[config.mk]
export PLATFORM = sky130hd
export DESIGN_NAME = lane_bist_ctrl
export DESIGN_NICKNAME = d
export VERILOG_FILES = /design/src/rtl/lbist_pkg.sv /design/src/rtl/lbist_satcnt.sv /design/src/rtl/lbist_regs.sv /design/src/rtl/lbist_patgen.sv /design/src/rtl/lbist_lanechk.sv /design/src/rtl/lane_bist_ctrl.sv
export SDC_FILE = /design/constraint.sdc
export NUM_CORES = 1
export LEC_CHECK = 0
export BUFFER_PORTS_ARGS = -buffer_cell sky130_fd_sc_hd__buf_2
export CORE_MARGIN = 2
export CORE_UTILIZATION = 45
export DETAILED_ROUTE_END_ITERATION = 16
export GPL_TIMING_DRIVEN = 1
export PLACE_DENSITY = 0.61
export SYNTH_ARGS = -nofsm -noshare
export SYNTH_HDL_FRONTEND = slang
export SYNTH_SLANG_ARGS = --single-unit
[constraint.sdc]
create_clock -name clk -period 7.9 [get_ports clk]
set_input_delay 0 -clock clk [delete_from_list [all_inputs] [get_ports clk]]
set_output_delay 0 -clock clk [all_outputs]
set_load 0.1 [all_outputs]
[src/rtl/lbist_pkg.sv]
package lbist_pkg;

    localparam int SYM_W   = 10;
    localparam int REG_W   = 16;
    localparam int PRBS_W  = 7;

    localparam int B_TYPE_LO = 10;
    localparam int B_WIDE    = 12;
    localparam int B_EN      = 13;
    localparam int B_STOP    = 14;
    localparam int B_START   = 15;

    typedef enum logic [1:0] {
        PAT_INC  = 2'd0,
        PAT_TABA = 2'd1,
        PAT_TABB = 2'd2,
        PAT_PRBS = 2'd3
    } pat_t;

    typedef enum logic [1:0] {
        ST_IDLE  = 2'd0,
        ST_RUN   = 2'd1,
        ST_DRAIN = 2'd2
    } run_st_t;

    typedef struct packed {
        pat_t pat;
        logic wide;
    } cfg_t;

    // first fixed table: alternating-density words
    function automatic logic [SYM_W-1:0] tab_a(input logic [2:0] i);
        case (i)
            3'd0: tab_a = 10'h17C;
            3'd1: tab_a = 10'h283;
            3'd2: tab_a = 10'h0AA;
            3'd3: tab_a = 10'h355;
            3'd4: tab_a = 10'h1F0;
            3'd5: tab_a = 10'h20F;
            3'd6: tab_a = 10'h0CC;
            default: tab_a = 10'h333;
        endcase
    endfunction

    // second fixed table: long-run words for jitter stress
    function automatic logic [SYM_W-1:0] tab_b(input logic [2:0] i);
        case (i)
            3'd0: tab_b = 10'h3E0;
            3'd1: tab_b = 10'h01F;
            3'd2: tab_b = 10'h3F8;
            3'd3: tab_b = 10'h007;
            3'd4: tab_b = 10'h0F5;
            3'd5: tab_b = 10'h30A;
            3'd6: tab_b = 10'h15E;
            default: tab_b = 10'h2A1;
        endcase
    endfunction

    // state after SYM_W shifts of x^7 + x^6 + 1
    function automatic logic [PRBS_W-1:0] prbs_adv(input logic [PRBS_W-1:0] s_in);
        logic [PRBS_W-1:0] s;
        s = s_in;
        for (int k = 0; k < SYM_W; k++) s = {s[PRBS_W-2:0], s[6] ^ s[5]};
        return s;
    endfunction

    // SYM_W new bits, first generated bit at the MSB
    function automatic logic [SYM_W-1:0] prbs_sym(input logic [PRBS_W-1:0] s_in);
        logic [PRBS_W-1:0] s;
        logic [SYM_W-1:0]  o;
        logic              nb;
        s = s_in;
        o = '0;
        for (int k = 0; k < SYM_W; k++) begin
            nb = s[6] ^ s[5];
            o[SYM_W-1-k] = nb;
            s = {s[PRBS_W-2:0], nb};
        end
        return o;
    endfunction

endpackage

[src/rtl/lbist_satcnt.sv]
module lbist_satcnt #(
    parameter int W = 16
) (
    input  logic         clk,
    input  logic         rst,
    input  logic         clr,
    input  logic         inc,
    output logic [W-1:0] q
);
    localparam logic [W-1:0] TOP = '1;

    always_ff @(posedge clk) begin
        if (rst || clr)               q <= '0;
        else if (inc && q != TOP)     q <= q + 1'b1;
    end

    p_no_wrap_r9: assert property (@(posedge clk) disable iff (rst)
        (q == TOP && !clr) |=> (q == TOP));

    p_no_drop_r3: assert property (@(posedge clk) disable iff (rst)
        !clr |=> (q >= $past(q)));

endmodule

[src/rtl/lbist_regs.sv]
module lbist_regs
    import lbist_pkg::*;
#(
    parameter int ADDR_W    = 4,
    parameter int DRAIN_CYC = 8
) (
    input  logic              clk,
    input  logic              rst,
    input  logic              reg_wr,
    input  logic [ADDR_W-1:0] reg_addr,
    input  logic [REG_W-1:0]  reg_wdata,
    output cfg_t              cfg,
    output logic              active,
    output logic              clr,
    output logic [REG_W-1:0]  ctrl_rd
);
    localparam int DW = (DRAIN_CYC > 1) ? $clog2(DRAIN_CYC) : 1;

    run_st_t        state;
    logic           en_q;
    logic           start_q;
    logic [DW-1:0]  drain_cnt;
    logic           ctrl_wr, dis, stop_acc, start_acc;

    assign ctrl_wr   = reg_wr && (reg_addr == '0);
    assign dis       = ctrl_wr && !reg_wdata[B_EN];
    assign stop_acc  = ctrl_wr && reg_wdata[B_EN] && reg_wdata[B_STOP] && state == ST_RUN;
    assign start_acc = ctrl_wr && reg_wdata[B_EN] && reg_wdata[B_START]
                       && en_q && state == ST_IDLE;

    always_ff @(posedge clk) begin
        if (rst) begin
            cfg       <= '0;
            en_q      <= 1'b0;
            start_q   <= 1'b0;
            state     <= ST_IDLE;
            drain_cnt <= '0;
        end else begin
            if (ctrl_wr) begin
                cfg.pat  <= pat_t'(reg_wdata[B_TYPE_LO +: 2]);
                cfg.wide <= reg_wdata[B_WIDE];
                en_q     <= reg_wdata[B_EN];
            end
            if (dis) begin
                state   <= ST_IDLE;
                start_q <= 1'b0;
            end else if (stop_acc) begin
                state     <= ST_DRAIN;
                start_q   <= 1'b0;
                drain_cnt <= DW'(DRAIN_CYC - 1);
            end else if (start_acc) begin
                state   <= ST_RUN;
                start_q <= 1'b1;
            end else if (state == ST_DRAIN) begin
                if (drain_cnt == '0) state <= ST_IDLE;
                else                 drain_cnt <= drain_cnt - 1'b1;
            end
        end
    end

    assign active  = (state != ST_IDLE);
    assign clr     = start_acc;
    assign ctrl_rd = {start_q, state == ST_DRAIN, en_q, cfg.wide, cfg.pat, 10'b0};

    p_start_needs_en_r2: assert property (@(posedge clk) disable iff (rst)
        (ctrl_wr && reg_wdata[B_START] && !en_q) |=> !start_q);

    p_drain_hold_r4: assert property (@(posedge clk) disable iff (rst)
        (state == ST_DRAIN && drain_cnt != '0 && !dis) |=> (state == ST_DRAIN));

    p_drain_no_start_r4: assert property (@(posedge clk) disable iff (rst)
        (state == ST_DRAIN) |-> !start_q);

    p_disable_idle_r12: assert property (@(posedge clk) disable iff (rst)
        dis |=> !active);

endmodule

[src/rtl/lbist_patgen.sv]
module lbist_patgen
    import lbist_pkg::*;
#(
    parameter int LANES     = 4,
    parameter int FRAME_LEN = 8
) (
    input  logic                   clk,
    input  logic                   rst,
    input  logic                   clr,
    input  logic                   active,
    input  cfg_t                   cfg,
    output logic [LANES*SYM_W-1:0] tx_data,
    output logic                   frame_last
);
    localparam int FW = (FRAME_LEN > 1) ? $clog2(FRAME_LEN) : 1;
    localparam logic [PRBS_W-1:0] SEED = '1;

    logic [FW-1:0]     sym_idx;
    logic [SYM_W-1:0]  inc_cnt;
    logic [2:0]        tab_idx;
    logic [PRBS_W-1:0] lfsr;
    logic [SYM_W-1:0]  raw, sym;

    always_ff @(posedge clk) begin
        if (rst || clr) begin
            sym_idx <= '0;
            inc_cnt <= '0;
            tab_idx <= '0;
            lfsr    <= SEED;
        end else if (active) begin
            sym_idx <= frame_last ? '0 : sym_idx + 1'b1;
            inc_cnt <= inc_cnt + 1'b1;
            tab_idx <= tab_idx + 1'b1;
            lfsr    <= prbs_adv(lfsr);
        end
    end

    always_comb begin
        case (cfg.pat)
            PAT_INC:  raw = inc_cnt;
            PAT_TABA: raw = tab_a(tab_idx);
            PAT_TABB: raw = tab_b(tab_idx);
            default:  raw = prbs_sym(lfsr);
        endcase
        sym = cfg.wide ? raw : {2'b00, raw[7:0]};
    end

    assign frame_last = active && (sym_idx == FW'(FRAME_LEN - 1));

    for (genvar g = 0; g < LANES; g++) begin : g_lane
        assign tx_data[g*SYM_W +: SYM_W] = active ? sym : '0;
    end

    p_narrow_top_zero_r8: assert property (@(posedge clk) disable iff (rst)
        !cfg.wide |-> (tx_data[SYM_W-1 -: 2] == 2'b00));

endmodule

[src/rtl/lbist_lanechk.sv]
module lbist_lanechk
    import lbist_pkg::*;
#(
    parameter int CNT_W = 16
) (
    input  logic             clk,
    input  logic             rst,
    input  logic             clr,
    input  logic             active,
    input  logic             last,
    input  logic             wide,
    input  logic [SYM_W-1:0] exp_sym,
    input  logic [SYM_W-1:0] rx_sym,
    output logic [CNT_W-1:0] frm_cnt,
    output logic [CNT_W-1:0] err_cnt
);
    logic bad_acc, mism;

    assign mism = active && (wide ? (rx_sym != exp_sym) : (rx_sym[7:0] != exp_sym[7:0]));

    always_ff @(posedge clk) begin
        if (rst || clr)  bad_acc <= 1'b0;
        else if (active) bad_acc <= last ? 1'b0 : (bad_acc | mism);
    end

    lbist_satcnt #(.W(CNT_W)) u_frm (
        .clk(clk), .rst(rst), .clr(clr), .inc(last), .q(frm_cnt));

    lbist_satcnt #(.W(CNT_W)) u_err (
        .clk(clk), .rst(rst), .clr(clr), .inc(last && (bad_acc || mism)), .q(err_cnt));

    p_err_bound_r7: assert property (@(posedge clk) disable iff (rst)
        err_cnt <= frm_cnt);

endmodule

[src/rtl/lane_bist_ctrl.sv]
module lane_bist_ctrl
    import lbist_pkg::*;
#(
    parameter int LANES     = 4,
    parameter int CNT_W     = 16,
    parameter int FRAME_LEN = 8,
    parameter int DRAIN_CYC = 8,
    parameter int ADDR_W    = 4
) (
    input  logic                   clk,
    input  logic                   rst,
    input  logic                   reg_wr,
    input  logic [ADDR_W-1:0]      reg_addr,
    input  logic [REG_W-1:0]       reg_wdata,
    output logic [REG_W-1:0]       reg_rdata,
    output logic [LANES*SYM_W-1:0] tx_data,
    input  logic [LANES*SYM_W-1:0] rx_data
);
    localparam int A_TX  = 1;
    localparam int A_FRM = 2;
    localparam int A_ERR = 2 + LANES;

    cfg_t              cfg;
    logic              active, clr, frame_last;
    logic [REG_W-1:0]  ctrl_rd;
    logic [CNT_W-1:0]  tx_cnt;
    logic [CNT_W-1:0]  frm_cnt [LANES];
    logic [CNT_W-1:0]  err_cnt [LANES];

    lbist_regs #(.ADDR_W(ADDR_W), .DRAIN_CYC(DRAIN_CYC)) u_regs (
        .clk(clk), .rst(rst), .reg_wr(reg_wr), .reg_addr(reg_addr),
        .reg_wdata(reg_wdata), .cfg(cfg), .active(active), .clr(clr),
        .ctrl_rd(ctrl_rd));

    lbist_patgen #(.LANES(LANES), .FRAME_LEN(FRAME_LEN)) u_gen (
        .clk(clk), .rst(rst), .clr(clr), .active(active), .cfg(cfg),
        .tx_data(tx_data), .frame_last(frame_last));

    lbist_satcnt #(.W(CNT_W)) u_txcnt (
        .clk(clk), .rst(rst), .clr(clr), .inc(frame_last), .q(tx_cnt));

    for (genvar g = 0; g < LANES; g++) begin : g_chk
        lbist_lanechk #(.CNT_W(CNT_W)) u_chk (
            .clk(clk), .rst(rst), .clr(clr), .active(active), .last(frame_last),
            .wide(cfg.wide), .exp_sym(tx_data[g*SYM_W +: SYM_W]),
            .rx_sym(rx_data[g*SYM_W +: SYM_W]),
            .frm_cnt(frm_cnt[g]), .err_cnt(err_cnt[g]));
    end

    always_comb begin
        reg_rdata = '0;
        if (reg_addr == '0)             reg_rdata = ctrl_rd;
        if (reg_addr == ADDR_W'(A_TX))  reg_rdata = REG_W'(tx_cnt);
        for (int i = 0; i < LANES; i++) begin
            if (reg_addr == ADDR_W'(A_FRM + i)) reg_rdata = REG_W'(frm_cnt[i]);
            if (reg_addr == ADDR_W'(A_ERR + i)) reg_rdata = REG_W'(err_cnt[i]);
        end
    end

    p_idle_quiet_r12: assert property (@(posedge clk) disable iff (rst)
        !active |-> (tx_data == '0));

endmodule

## Word level (Yosys, flattened, before mapping)

Index checks and enable logic that the tools add are counted.

- Multiplexer cells: 32
- Reductions and logical operators: 48
- Equality and inequality tests: 39
- Bitwise operators: 15
- $add $sub $neg: 13

Operator list:

| operator | count |
|---|---|
| $mux 16 | 10 |
| $add 16x1->16 const B | 9 |
| $ne 16x16->1 const B | 9 |
| $pmux 10 s7 | 2 |
| $ne 10x10->1 | 4 |
| $ne 8x8->1 | 4 |
| $pmux 10 s3 | 1 |
| $logic_and 1x1->1 | 26 |
| $mux 10 | 2 |
| $eq 4x3->1 const B | 4 |
| $mux 3 | 5 |
| $eq 3x3->1 const B | 4 |
| $add 10x1->10 const B | 1 |
| $xor 1x1->1 | 10 |
| $eq 4x2->1 const B | 2 |
| $eq 4x4->1 const B | 2 |
| $mux 1 | 8 |
| $mux 2 | 4 |
| $reduce_bool 2->1 | 4 |
| $add 3x1->3 const B | 2 |
| $eq 3x2->1 const B | 2 |
| $logic_not 3->1 | 2 |
| $reduce_bool 3->1 | 2 |
| $logic_or 1x1->1 | 5 |
| 16 further kinds | 23 |

- Input bits: 63
- Register bits: 181
- Word-level logic and storage cells: 171

## Logic depth before layout (Yosys ltp)

Gate-level depths: netlist of the first run.

- Depth in word-level cells: 11
- Mapped depth: 15
- Depth with buffers taken out: 11

## Modules after synthesis

A second synthesis of the first run with hierarchy kept.

- Cells, all modules: 1509
- Area total of the unflattened synthesis: 12474.5 µm²

By module, submodules not included:

| module | area each (µm²) | cells each | seq. area each (µm²) | times used |
|---|---|---|---|---|
| lbist_satcnt | 847.1 | 95 | 320.3 | 9 |
| lbist_patgen | 1810.5 | 235 | 460.4 | 1 |
| lane_bist_ctrl | 1730.4 | 263 | 0.0 | 1 |
| lbist_regs | 669.4 | 76 | 200.2 | 1 |
| lbist_lanechk | 160.2 | 20 | 20.0 | 4 |

## Least setup slack after synthesis of the first run

OpenSTA, ideal clock, no wires.

- Kind: register to register
- From: register u_gen.tab_idx[0]
- To: register g_chk[0].u_chk.u_err.q[2]
- Period minus slack after synthesis: 5.932 ns
- Arrival time: 5.816 ns
- Library setup time: 0.116 ns
- Cell stages (with the launch flop): 13
- Setup slack: 1.968 ns
- Path through: dfxtp_1 inv_1 ha_1 buf_4 nor2_1 nor4_1 nor4_1 xor2_1 o31a_1 nor4_4 nor2_2 buf_2 a31o_2

- Word-level cells in the longest chain between the ends: 11
- Elaborated cells between the ends (all ways): 19

Ends and longest elaborated chain:

| element | RTL line | RTL |
|---|---|---|
| from (decl) | lbist_patgen.sv:20 | `logic [2:0] tab_idx;` |
| from (signal assigned) | lbist_patgen.sv:33 | `tab_idx <= tab_idx + 1'b1;` |
| $eq 3x3->1 (tied with other cells) | lbist_pkg.sv:33, lbist_pkg.sv:47 |  |
| $pmux 10 s7 (on tied branches) | lbist_pkg.sv:47, lbist_pkg.sv:33 |  |
| $pmux 10 s3 * | lbist_patgen.sv:39 | `case (cfg.pat)` |
| $mux 10 * | lbist_patgen.sv:45 | `sym = cfg.wide ? raw : {2'b00, raw[7:0]};` |
| $mux 10 * | lbist_patgen.sv:51 | `assign tx_data[g*SYM_W +: SYM_W] = active ? sym : '0;` |
| named net tx_data[9] | lane_bist_ctrl.sv:16 | `output logic [LANES*SYM_W-1:0] tx_data,` |
| $ne 10x10->1 * | lbist_lanechk.sv:19 | `assign mism = active && (wide ? (rx_sym != exp_sym) : (rx_sym[7:0] != exp_sym[7:0]));` |
| $mux 1 * | lbist_lanechk.sv:19 |  |
| $logic_and 1x1->1 * | lbist_lanechk.sv:19 |  |
| $logic_or 1x1->1 * | lbist_lanechk.sv:30 | `.clk(clk), .rst(rst), .clr(clr), .inc(last && (bad_acc \|\| mism)), .q(err_cnt));` |
| $logic_and 1x1->1 * | lbist_lanechk.sv:30 |  |
| $logic_and 1x1->1 * | lbist_satcnt.sv:14 | `else if (inc && q != TOP) q <= q + 1'b1;` |
| to (signal assigned) | lbist_satcnt.sv:14 |  |
| to (decl) | lbist_satcnt.sv:8 | `output logic [W-1:0] q` |

The timed path passes the listed nets; every way through them passes the cells marked *.
A chain may end at the register's enable or synchronous reset.

## Worst setup path after layout of the first run

- From: register u_gen.tab_idx[2]
- To: register g_chk[1].u_chk.u_err.q[12]

- Word-level cells in the longest chain between the ends: 11
- Elaborated cells between the ends (all ways): 19

Ends and longest elaborated chain:

| element | RTL line |
|---|---|
| $eq 3x3->1 (tied with other cells) | lbist_pkg.sv:33, lbist_pkg.sv:47 |
| $pmux 10 s7 (on tied branches) | lbist_pkg.sv:47, lbist_pkg.sv:33 |
| $pmux 10 s3 * | lbist_patgen.sv:39 |
| $mux 10 * | lbist_patgen.sv:45 |
| $mux 10 * | lbist_patgen.sv:51 |
| $ne 10x10->1 or $ne 8x8->1 (tied branches) | lbist_lanechk.sv:19 |
| $mux 1 * | lbist_lanechk.sv:19 |
| $logic_and 1x1->1 * | lbist_lanechk.sv:19 |
| $logic_or 1x1->1 * | lbist_lanechk.sv:30 |
| $logic_and 1x1->1 * | lbist_lanechk.sv:30 |
| $logic_and 1x1->1 * | lbist_satcnt.sv:14 |
| to (signal assigned) | lbist_satcnt.sv:14 |
| to (decl) | lbist_satcnt.sv:8 |

Mark *: on every way between the ends. The rest lies on a longest branch, timed or not.

==> impl_metrics.yaml, run 1 <==
cells_and_area:
  area_growth_pct: 10.6
  fin_util_pct: 50.2
  fin_cells: 1744
  stdcell_area_mm2: 0.0121
  nets: 1491
  drive_gt1_share_pct: 13.0
  antenna_cells: 0
power:
  leakage_nw: 4.63
  powerDensity_mw_per_mm2: 159
  peakVddDrop_v: 0.000123
drt:
  via_count: 10086
  ant_nets: 0
  drc: 0
  wl_um: 30200
  vias_per_cell: 5.78
  routedWlPerCell_um: 17.3
  dr.pass1.iters: 6
  drt_iter0_drc: 830
setup_path:
  slowest_delay_ns: 0.56
  cp.required_ns: 8.23
  path_cells: "inv_1 > ha_1 > o41ai_1 > and3b_1 > nor4_1 > a2111oi_0 > nand4_1 > nor4_2 > and2_1 > nor2b_1 > o211a_1"
  cp-end-kind: "flip-flop"
  crit_type: "reg2reg"
  cp-start-kind: "flip-flop"
  r2r_end: "g_chk[1].u_chk.u_err.q[12]"
  cp.arrival_ns: 4.65
  rrSetupSlack_ns: 3.58
  crit_path_max_fanout: 17
  timing.rr.start: "u_gen.tab_idx[2]"
  crit_slowest_cell: "and2_1"
  rr_worst_depth: 11
yosys:
  synth_cells: 1365
  ys_ff_latch: 181
  synth_area_leaders: "dfxtp_1, nor2_1, xor2_1, a21oi_1, nand2_1"
  syn_avg_cell_area_um2: 8.01
  ys_seq_area_share_pct: 33.2
  synth_top_cell_by_area: "dfxtp_1"
  synth_top_area_share_pct: 33.2
  synth_edf_count: 0
  yosys-top-cells-count: "dfxtp_1, nor2_1, nand2_1, a21oi_1, xor2_1"
  synthDistinctLibCells: 89
  synth_area_mm2: 0.0109
  synth_ff_type: "dfxtp_1"
  synthMostInstantiatedCell: "dfxtp_1"
  async_flop_share_pct: 0
  yosysWarnings: 0
  syn_nets: 1449
grt:
  grt_max_degree: 93
  grt_pass1_vias: 9065
  track_usage_pct: 23.5
  antenna_found_initial: 0
  grt_overflow: 0
  grt_pass1_wl_um: 48500
clock_tree:
  cts_tree: "built"
  path_clk_slew_ns: 0.07
  cts_buffers: 17
  clock-root-buffer: "clkbuf_16"
  htree_levels: 4
  clock-sinks: 181
  clk_latency_ns: 0.44
  cts_buffer_depth: 2
min_path:
  hp-start: "reg_wdata[15]"
  worst_hold_path.endpoint: "u_regs.state[0]"
  hold_path_depth: 4
  min_path_type: "in2reg"
sta:
  tns_ns: 0
  tightest_slew_ns: 1.13
  period_share_pct: 54.7
  skew_ns: 0.0131
  maxSlewHeadroom_pct: 24.7
  finalSetupViolations: 0
  slew_violations: 0
  rsz0062_at_grt: "false"
  final_hold_viol_count: 0
  fmax_mhz: 231
  fin_crit_ns: 4.32
place:
  place_congestion: 0.891
  port_buffers: 108
  placed_area_mm2: 0.0114
  placedCellCount: 1703
  dp_hpwl_um: 22000
die:
  die_y_um: 160
  dieArea_mm2: 0.0256
  row_count: 57
  core_mm2: 0.0241
  die_w_um: 160
  start_util_pct: 45.3
  io_pins: 119
flow_run:
  cap_violations: 0
status:
  status: "finished, final reports clean"
-- per-stage QoR --
| stage | setup WS (ns) | total power, W | hold WS, ns |
|---|---|---|---|
| finish | 3.58 | 0.00192 | 0.0455 |
| global route | 3.03 | 0.00199 | 0.0737 |
| CTS | 3.49 | 0.00194 | 0.0480 |
| detailed placement | 3.56 | 0.00105 | 0.251 |
| global placement | 3.67 | 0.00105 | 0.254 |
| floorplan | 1.97 | 0.00101 | 0.136 |
-- layout make-up --
type	count	area (um^2)
Clock buffer	19	443
Clock inverter	13	169
Fill cell	2427	12000
Inverter	28	105
Multi-Input combinational cell	1052	6640
Sequential cell	181	3620
Tap cell	324	405
Timing Repair Buffer	127	706
-- sequential cells by signal, summed over array words and instances (netlist names) --
signal / cells
g_chk.u_chk.u_err.q: 64
g_chk.u_chk.u_frm.q: 64
u_txcnt.q: 16
g_chk.u_chk.bad_acc: 4
u_regs.en_q: 1
u_gen.lfsr: 7
u_gen.inc_cnt: 10
u_regs.start_q: 1
u_gen.sym_idx: 3
u_regs.cfg: 3
u_regs.state: 2
u_gen.tab_idx: 3
u_regs.drain_cnt: 3
-- report_power, final --
part / internal (W) / total, W / switching [W] / leakage (nW)
clock: 0.000512 / 0.000897 / 0.000385 / 0.299
sequential: 0.000912 / 0.000913 / 0.000000964 / 1.46
combinational: 0.0000325 / 0.000115 / 0.0000825 / 2.88
-- placed cells by master, fill, tap and decap left out, types with 5 or more instances in the layout --
cell type | synthesis | final
o21a_1 | 5 | 5
a221o_1 | 5 | 5
or4_1 | 25 | 25
inv_1 | 28 | 28
a221oi_1 | 5 | 5
nor2b_1 | 11 | 10
dfxtp_1 | 181 | 181
a222oi_1 | 5 | 5
ha_1 | 21 | 21
a21oi_1 | 103 | 103
o31ai_1 | 19 | 19
a31oi_1 | 14 | 14
nand2_1 | 132 | 132
nor4_1 | 10 | 10
a211oi_1 | 10 | 10
and2_1 | 14 | 14
o21ai_0 | 45 | 45
xnor2_1 | 46 | 46
a22oi_1 | 17 | 17
nand4_1 | 33 | 33
nand2b_1 | 20 | 19
or3_1 | 26 | 26
inv_6 | 0 | 5
xor2_1 | 64 | 64
dlygate4sd3_1 | 0 | 9
and3_1 | 42 | 42
a21o_1 | 8 | 8
mux2i_1 | 15 | 15
and4_1 | 15 | 15
o211ai_1 | 7 | 7
nor2_1 | 168 | 167
nand3_1 | 53 | 53
clkbuf_16 | 0 | 17
buf_4 | 36 | 10
nor3_1 | 21 | 21
buf_2 | 9 | 108
-- cells by family (layout without fill, tap and decap cells) --
kind of cell / after synthesis / in the layout / share of synthesized area, %
adders and majority gates: 21 / 21 / 2.40
AOI/OAI and AO/OA: 298 / 298 / 18.4
and+or+nand+nor: 600 / 600 / 28.2
buffers and inverters: 132 / 187 / 6.28
muxes: 22 / 22 / 2.51
DFF: 181 / 181 / 33.2
xor gates and xnor gates: 111 / 111 / 9.02
-- how the worst max path moves through the flow --
stage / from / endpoint / slack, ns
3_3_place_gp: u_gen.tab_idx[2] / g_chk[1].u_chk.u_err.q[3] / 3.67
3_5_place_dp: u_gen.tab_idx[2] / g_chk[1].u_chk.u_err.q[12] / 3.56
4_1_cts: u_gen.tab_idx[2] / g_chk[1].u_chk.u_err.q[12] / 3.49
5_1_grt: u_gen.tab_idx[2] / g_chk[1].u_chk.u_err.q[12] / 3.03
2_1_floorplan: u_gen.tab_idx[0] / g_chk[0].u_chk.u_err.q[2] / 1.97
6_report: u_gen.tab_idx[2] / g_chk[1].u_chk.u_err.q[12] / 3.58
-- per-layer routing --
layer  global-route usage [%]  wire length, um  vias up
li1                         -                -     4974
met1                     33.4            14200     4732
met4                     6.88              654        0
met2                     36.4            13300      338
met3                     4.34             1970       42
met5                        0                0        -
-- repair_timing --
item                                   4_1_cts  5_1_grt
gates resized for setup                      0        0
hold buffers                                 9        0
endpoints found under the hold margin        8        0
setup buffers                                0        0
-- critical path: cells and delay by family, from the launching register on --
family,cells,cell delay (ns)
AND/OR/NAND/NOR,6,1.84
AO/OA/AOI/OAI,3,1.29
flip-flops,1,0.55
adder cells (fa/ha/maj),1,0.41
buffers and inverters,1,0.11
No activity file was read; power rests on OpenSTA's default activity.
==> inputs of run 2 (changes only) <==
clock period = 4.46 ns   (was 7.9 ns; I/O delays follow)
==> impl_metrics.yaml, run 2 (synthesis results as in run 1) <==
sta:
  period_share_pct: 89.2
  worst_slack_ns: 0.482
  fmax_mhz: 251
  slew_violations: 0
  fin_crit_ns: 3.98
  tns_ns: 0
  maxSlewHeadroom_pct: 26.6
  skew_ns: 0.0166
  rsz0062_at_grt: "false"
  final_hold_viol_count: 0
  whs_ns: 0.0425
  finalSetupViolations: 0
  tightest_slew_ns: 1.10
drt:
  routedWlPerCell_um: 17.5
  dr.pass1.iters: 5
  wl_um: 30600
  vias_per_cell: 5.82
  drc: 0
  ant_nets: 0
  via_count: 10190
  drt_iter0_drc: 813
cells_and_area:
  nets: 1498
  largestRegisters: "g_chk.u_chk.u_err.q: 64 flops, g_chk.u_chk.u_frm.q: 64 flops, u_txcnt.q: 16 flops"
  ff_latch_area_mm2: 0.00362
  stdcell_area_mm2: 0.0121
  multi_input_area_mm2: 0.00666
  antenna_cells: 0
  fillers: 2401
  area_growth_pct: 11.0
  drive_gt1_share_pct: 13.6
  final_cell_mix: "dfxtp_1, nor2_1, nand2_1"
  final_common_cell: "dfxtp_1"
place:
  place_congestion: 0.884
  port_buffers: 108
  dp_slack_ns: 0.514
  dp_hpwl_um: 22500
  placed_area_mm2: 0.0115
clock_tree:
  cts_buffer_depth: 2
  htree_levels: 4
  clock-root-buffer: "clkbuf_16"
  path_clk_slew_ns: 0.07
  cts_tree: "built"
  clk_latency_ns: 0.44
  cts_buffers: 17
  postCtsSetupRepairBufs: 0
  clock-sinks: 181
  ctsResizeCount: 0
power:
  leakage_nw: 4.65
  powerDensity_mw_per_mm2: 274
  peakVddDrop_v: 0.000215
setup_path:
  cp.arrival_ns: 4.29
  crit_type: "reg2reg"
  cp.required_ns: 4.77
  crit_path_max_fanout: 17
  path_cells: "inv_1 > ha_1 > o41ai_1 > and3b_1 > nor4_1 > a2111oi_0 > nand4_1 > nor4_2 > and2_1 > nor4bb_1 > mux2i_1"
  cp-start-kind: "flip-flop"
  cp-end-kind: "flip-flop"
  slowest_delay_ns: 0.55
  crit_slowest_cell: "dfxtp_1"
grt:
  grt_overflow: 0
  grt_pass1_vias: 9147
  antenna_found_initial: 1
  track_usage_pct: 23.7
  grt_pass1_wl_um: 48800
  grt_max_degree: 58
min_path:
  min_path_type: "in2reg"
die:
  core_mm2: 0.0241
  dieArea_mm2: 0.0256
  start_util_pct: 45.3
  die_y_um: 160
  io_pins: 119
  die_w_um: 160
  row_count: 57
status:
  status: "finished, final reports clean"
flow_run:
  cap_violations: 0
run 2: cell types whose count changed in the layout (fill, tap and decap cells not counted), moves of 2 or more:
cell | previous run | this run
buf_4 | 10 | 16
bufinv_16 | 3 | 1
inv_6 | 5 | 3
clkinv_2 | 2 | 4
run 2: layout make-up:
type                    count  share of cell area, %
repair buffers            134                   6.35
multi-input cells        1052                   54.9
well taps                 324                   3.34
clock inverters            13                  0.990
clock buffers              19                   3.73
flip-flops and latches    181                   29.9
inverters                  28                  0.866
run 2: what timing repair did:
action,CTS,global route
endpoints found under the setup margin,0,0
endpoints found under the hold margin,9,0
hold buffers,9,0
run 2: worst max-delay path, delay by kind of cell, from the launching register on:
family / cells / cell delay, ns
AND/OR/NAND/NOR: 6 / 1.73
AO/OA/AOI/OAI: 2 / 0.88
flip-flops: 1 / 0.55
adder cells (fa/ha/maj): 1 / 0.41
multiplexers: 1 / 0.15
buffers and inverters: 1 / 0.12
run 2: worst paths after layout:
| path | startpoint | endpoint | slack, ns | cells past startpoint |
|---|---|---|---|---|
| setup / recovery | u_gen.tab_idx[2] | g_chk[1].u_chk.u_err.q[3] | 0.48 | 11 |
| hold / removal | reg_wdata[15] | u_regs.state[0] | 0.04 | 4 |
| setup reg to reg | u_gen.tab_idx[2] | g_chk[1].u_chk.u_err.q[3] | 0.48 | 11 |
| hold reg to reg | u_gen.sym_idx[2] | u_gen.sym_idx[2] | 0.46 | 2 |
run 2: metal layers:
metal	track usage, %	up-vias	wire [um]
met5	0	-	0
met4	6.84	0	669
met3	4.16	43	1550
met2	37.5	306	13500
met1	33.2	4847	14900
li1	-	4994	-
run 2: power breakdown:
group          total (W)  switching (W)  leakage (nW)  internal [W]
logic           0.000209       0.000149          2.91     0.0000601
clock network    0.00150       0.000695         0.282      0.000807
registers        0.00162     0.00000157          1.46       0.00162
run 2: metrics by stage:
stage	utilization, %	std cells	power, W
detailed placement	47.6	1710	0.00186
global placement	47.6	1710	0.00186
global route	50.3	1751	0.00344
floorplan	-	1365	0.00179
finish	50.3	1751	0.00333
CTS	50.3	1751	0.00335
==> inputs of run 3 (changes only) <==
BUFFER_PORTS_ARGS = -buffer_cell sky130_fd_sc_hd__buf_4   (was -buffer_cell sky130_fd_sc_hd__buf_2)
PLACE_DENSITY = unset   (was 0.61)
==> impl_metrics.yaml, run 3 (synthesis results as in run 1) <==
clock_tree:
  cts_buffers: 17
  clock-root-buffer: "clkbuf_16"
  cts_buffer_depth: 2
  postCtsSetupRepairBufs: 0
  path_clk_slew_ns: 0.07
  htree_levels: 4
  cts_tree: "built"
  clk_latency_ns: 0.44
  clock-sinks: 181
die:
  dieArea_mm2: 0.0256
  io_pins: 119
  core_mm2: 0.0241
  row_count: 57
  die_w_um: 160
  die_y_um: 160
  start_util_pct: 45.3
cells_and_area:
  nets: 1495
  final_cell_mix: "dfxtp_1, nor2_1, nand2_1"
  fin_cells: 1746
  drive_gt1_share_pct: 13.6
  final_common_cell: "dfxtp_1"
  fin_util_pct: 51.4
  antenna_cells: 0
  largestRegisters: "g_chk.u_chk.u_err.q: 64 flops, g_chk.u_chk.u_frm.q: 64 flops, u_txcnt.q: 16 flops"
  area_growth_pct: 13.4
grt:
  grt_pass1_vias: 9211
  antenna_found_initial: 0
  grt_pass1_wl_um: 49700
  grt_overflow: 0
  track_usage_pct: 24.2
  grt_max_degree: 63
drt:
  drc: 0
  wl_um: 31000
  routedWlPerCell_um: 17.7
  dr.pass1.iters: 5
  vias_per_cell: 5.76
  ant_nets: 0
  via_count: 10064
  drt_iter0_drc: 699
sta:
  fmax_mhz: 253
  period_share_pct: 88.5
  slew_violations: 0
  tightest_slew_ns: 0.831
  rsz0062_at_grt: "false"
  final_hold_viol_count: 0
  finalSetupViolations: 0
  tns_ns: 0
  fin_crit_ns: 3.95
  skew_ns: 0.0146
  maxSlewHeadroom_pct: 44.4
  worst_slack_ns: 0.511
  whs_ns: 0.0326
power:
  leakage_nw: 4.68
  peakVddDrop_v: 0.000223
  powerDensity_mw_per_mm2: 273
setup_path:
  cp.buffers_inverters: 1
  path_cells: "inv_1 > ha_1 > o41ai_1 > and3b_1 > nor4_1 > a2111oi_0 > nand4_1 > nor4_4 > a21oi_1 > and2_1 > a31o_2"
  crit_slowest_cell: "dfxtp_1"
  crit_type: "reg2reg"
  path_delay_family: "compound AO/OA/AOI/OAI gates"
  slowest_delay_ns: 0.58
  cp.required_ns: 4.78
  cp-start-kind: "flip-flop"
  crit_path_max_fanout: 12
  cp.arrival_ns: 4.27
  cp-end-kind: "flip-flop"
place:
  place_congestion: 0.905
  dp_slack_ns: 0.446
  port_buffers: 108
  dp_hpwl_um: 22600
  placedCellCount: 1710
status:
  status: "finished, final reports clean"
min_path:
  min_path_type: "in2reg"
flow_run:
  cap_violations: 0
-- run 3: worst reg2reg max path, cell delays in order, from the launching register on --
cell	delay (ns)
dfxtp_1	0.58
inv_1	0.12
ha_1	0.40
o41ai_1	0.49
and3b_1	0.33
nor4_1	0.09
a2111oi_0	0.41
nand4_1	0.21
nor4_4	0.44
a21oi_1	0.29
and2_1	0.25
a31o_2	0.23
-- run 3: worst paths after layout --
kind	slack [ns]	depth (start not counted)	endpoint	startpoint
worst max-delay path	0.51	11	g_chk[1].u_chk.u_err.q[6]	u_gen.tab_idx[2]
worst min-delay path	0.03	4	u_regs.cfg[1]	reg_wr
worst max register to register	0.51	11	g_chk[1].u_chk.u_err.q[6]	u_gen.tab_idx[2]
worst min register to register	0.46	2	u_gen.sym_idx[2]	u_gen.sym_idx[2]
-- run 3: power breakdown --
part | leakage [nW] | internal [W] | switching [W]
clock network | 0.282 | 0.000848 | 0.000696
logic | 2.94 | 0.0000760 | 0.000151
registers | 1.46 | 0.00162 | 0.00000161
-- run 3: per-layer routing --
layer | global-route usage, % | share of wire (%) | wire length, um | vias up
li1 | - | - | - | 4990
met1 | 33.8 | 47 | 14600 | 4711
met2 | 38.4 | 45 | 13800 | 319
met3 | 4.91 | 6.5 | 2020 | 44
met4 | 6.14 | 1.8 | 549 | 0
met5 | 0 | 0 | 0 | -
-- run 3: area by class of cell --
class	count	area [um^2]
Fill cell	2369	11700
Tap cell	324	405
Multi-Input combinational cell	1052	6670
Inverter	28	105
Timing Repair Buffer	131	1010
Clock inverter	12	149
Sequential cell	181	3620
Clock buffer	18	439
-- run 3: per-stage QoR --
step	power, W	instance area [um^2]
floorplan	0.00179	10900
global placement	0.00187	11700
detailed placement	0.00187	11700
CTS	0.00341	12400
global route	0.00350	12400
finish	0.00339	12400
-- run 3: repair_timing --
action                                  in CTS  in global routing
gates resized for setup                      0                  2
endpoints found under the hold margin       16                  0
hold buffers                                 6                  0
endpoints found under the setup margin       0                 10
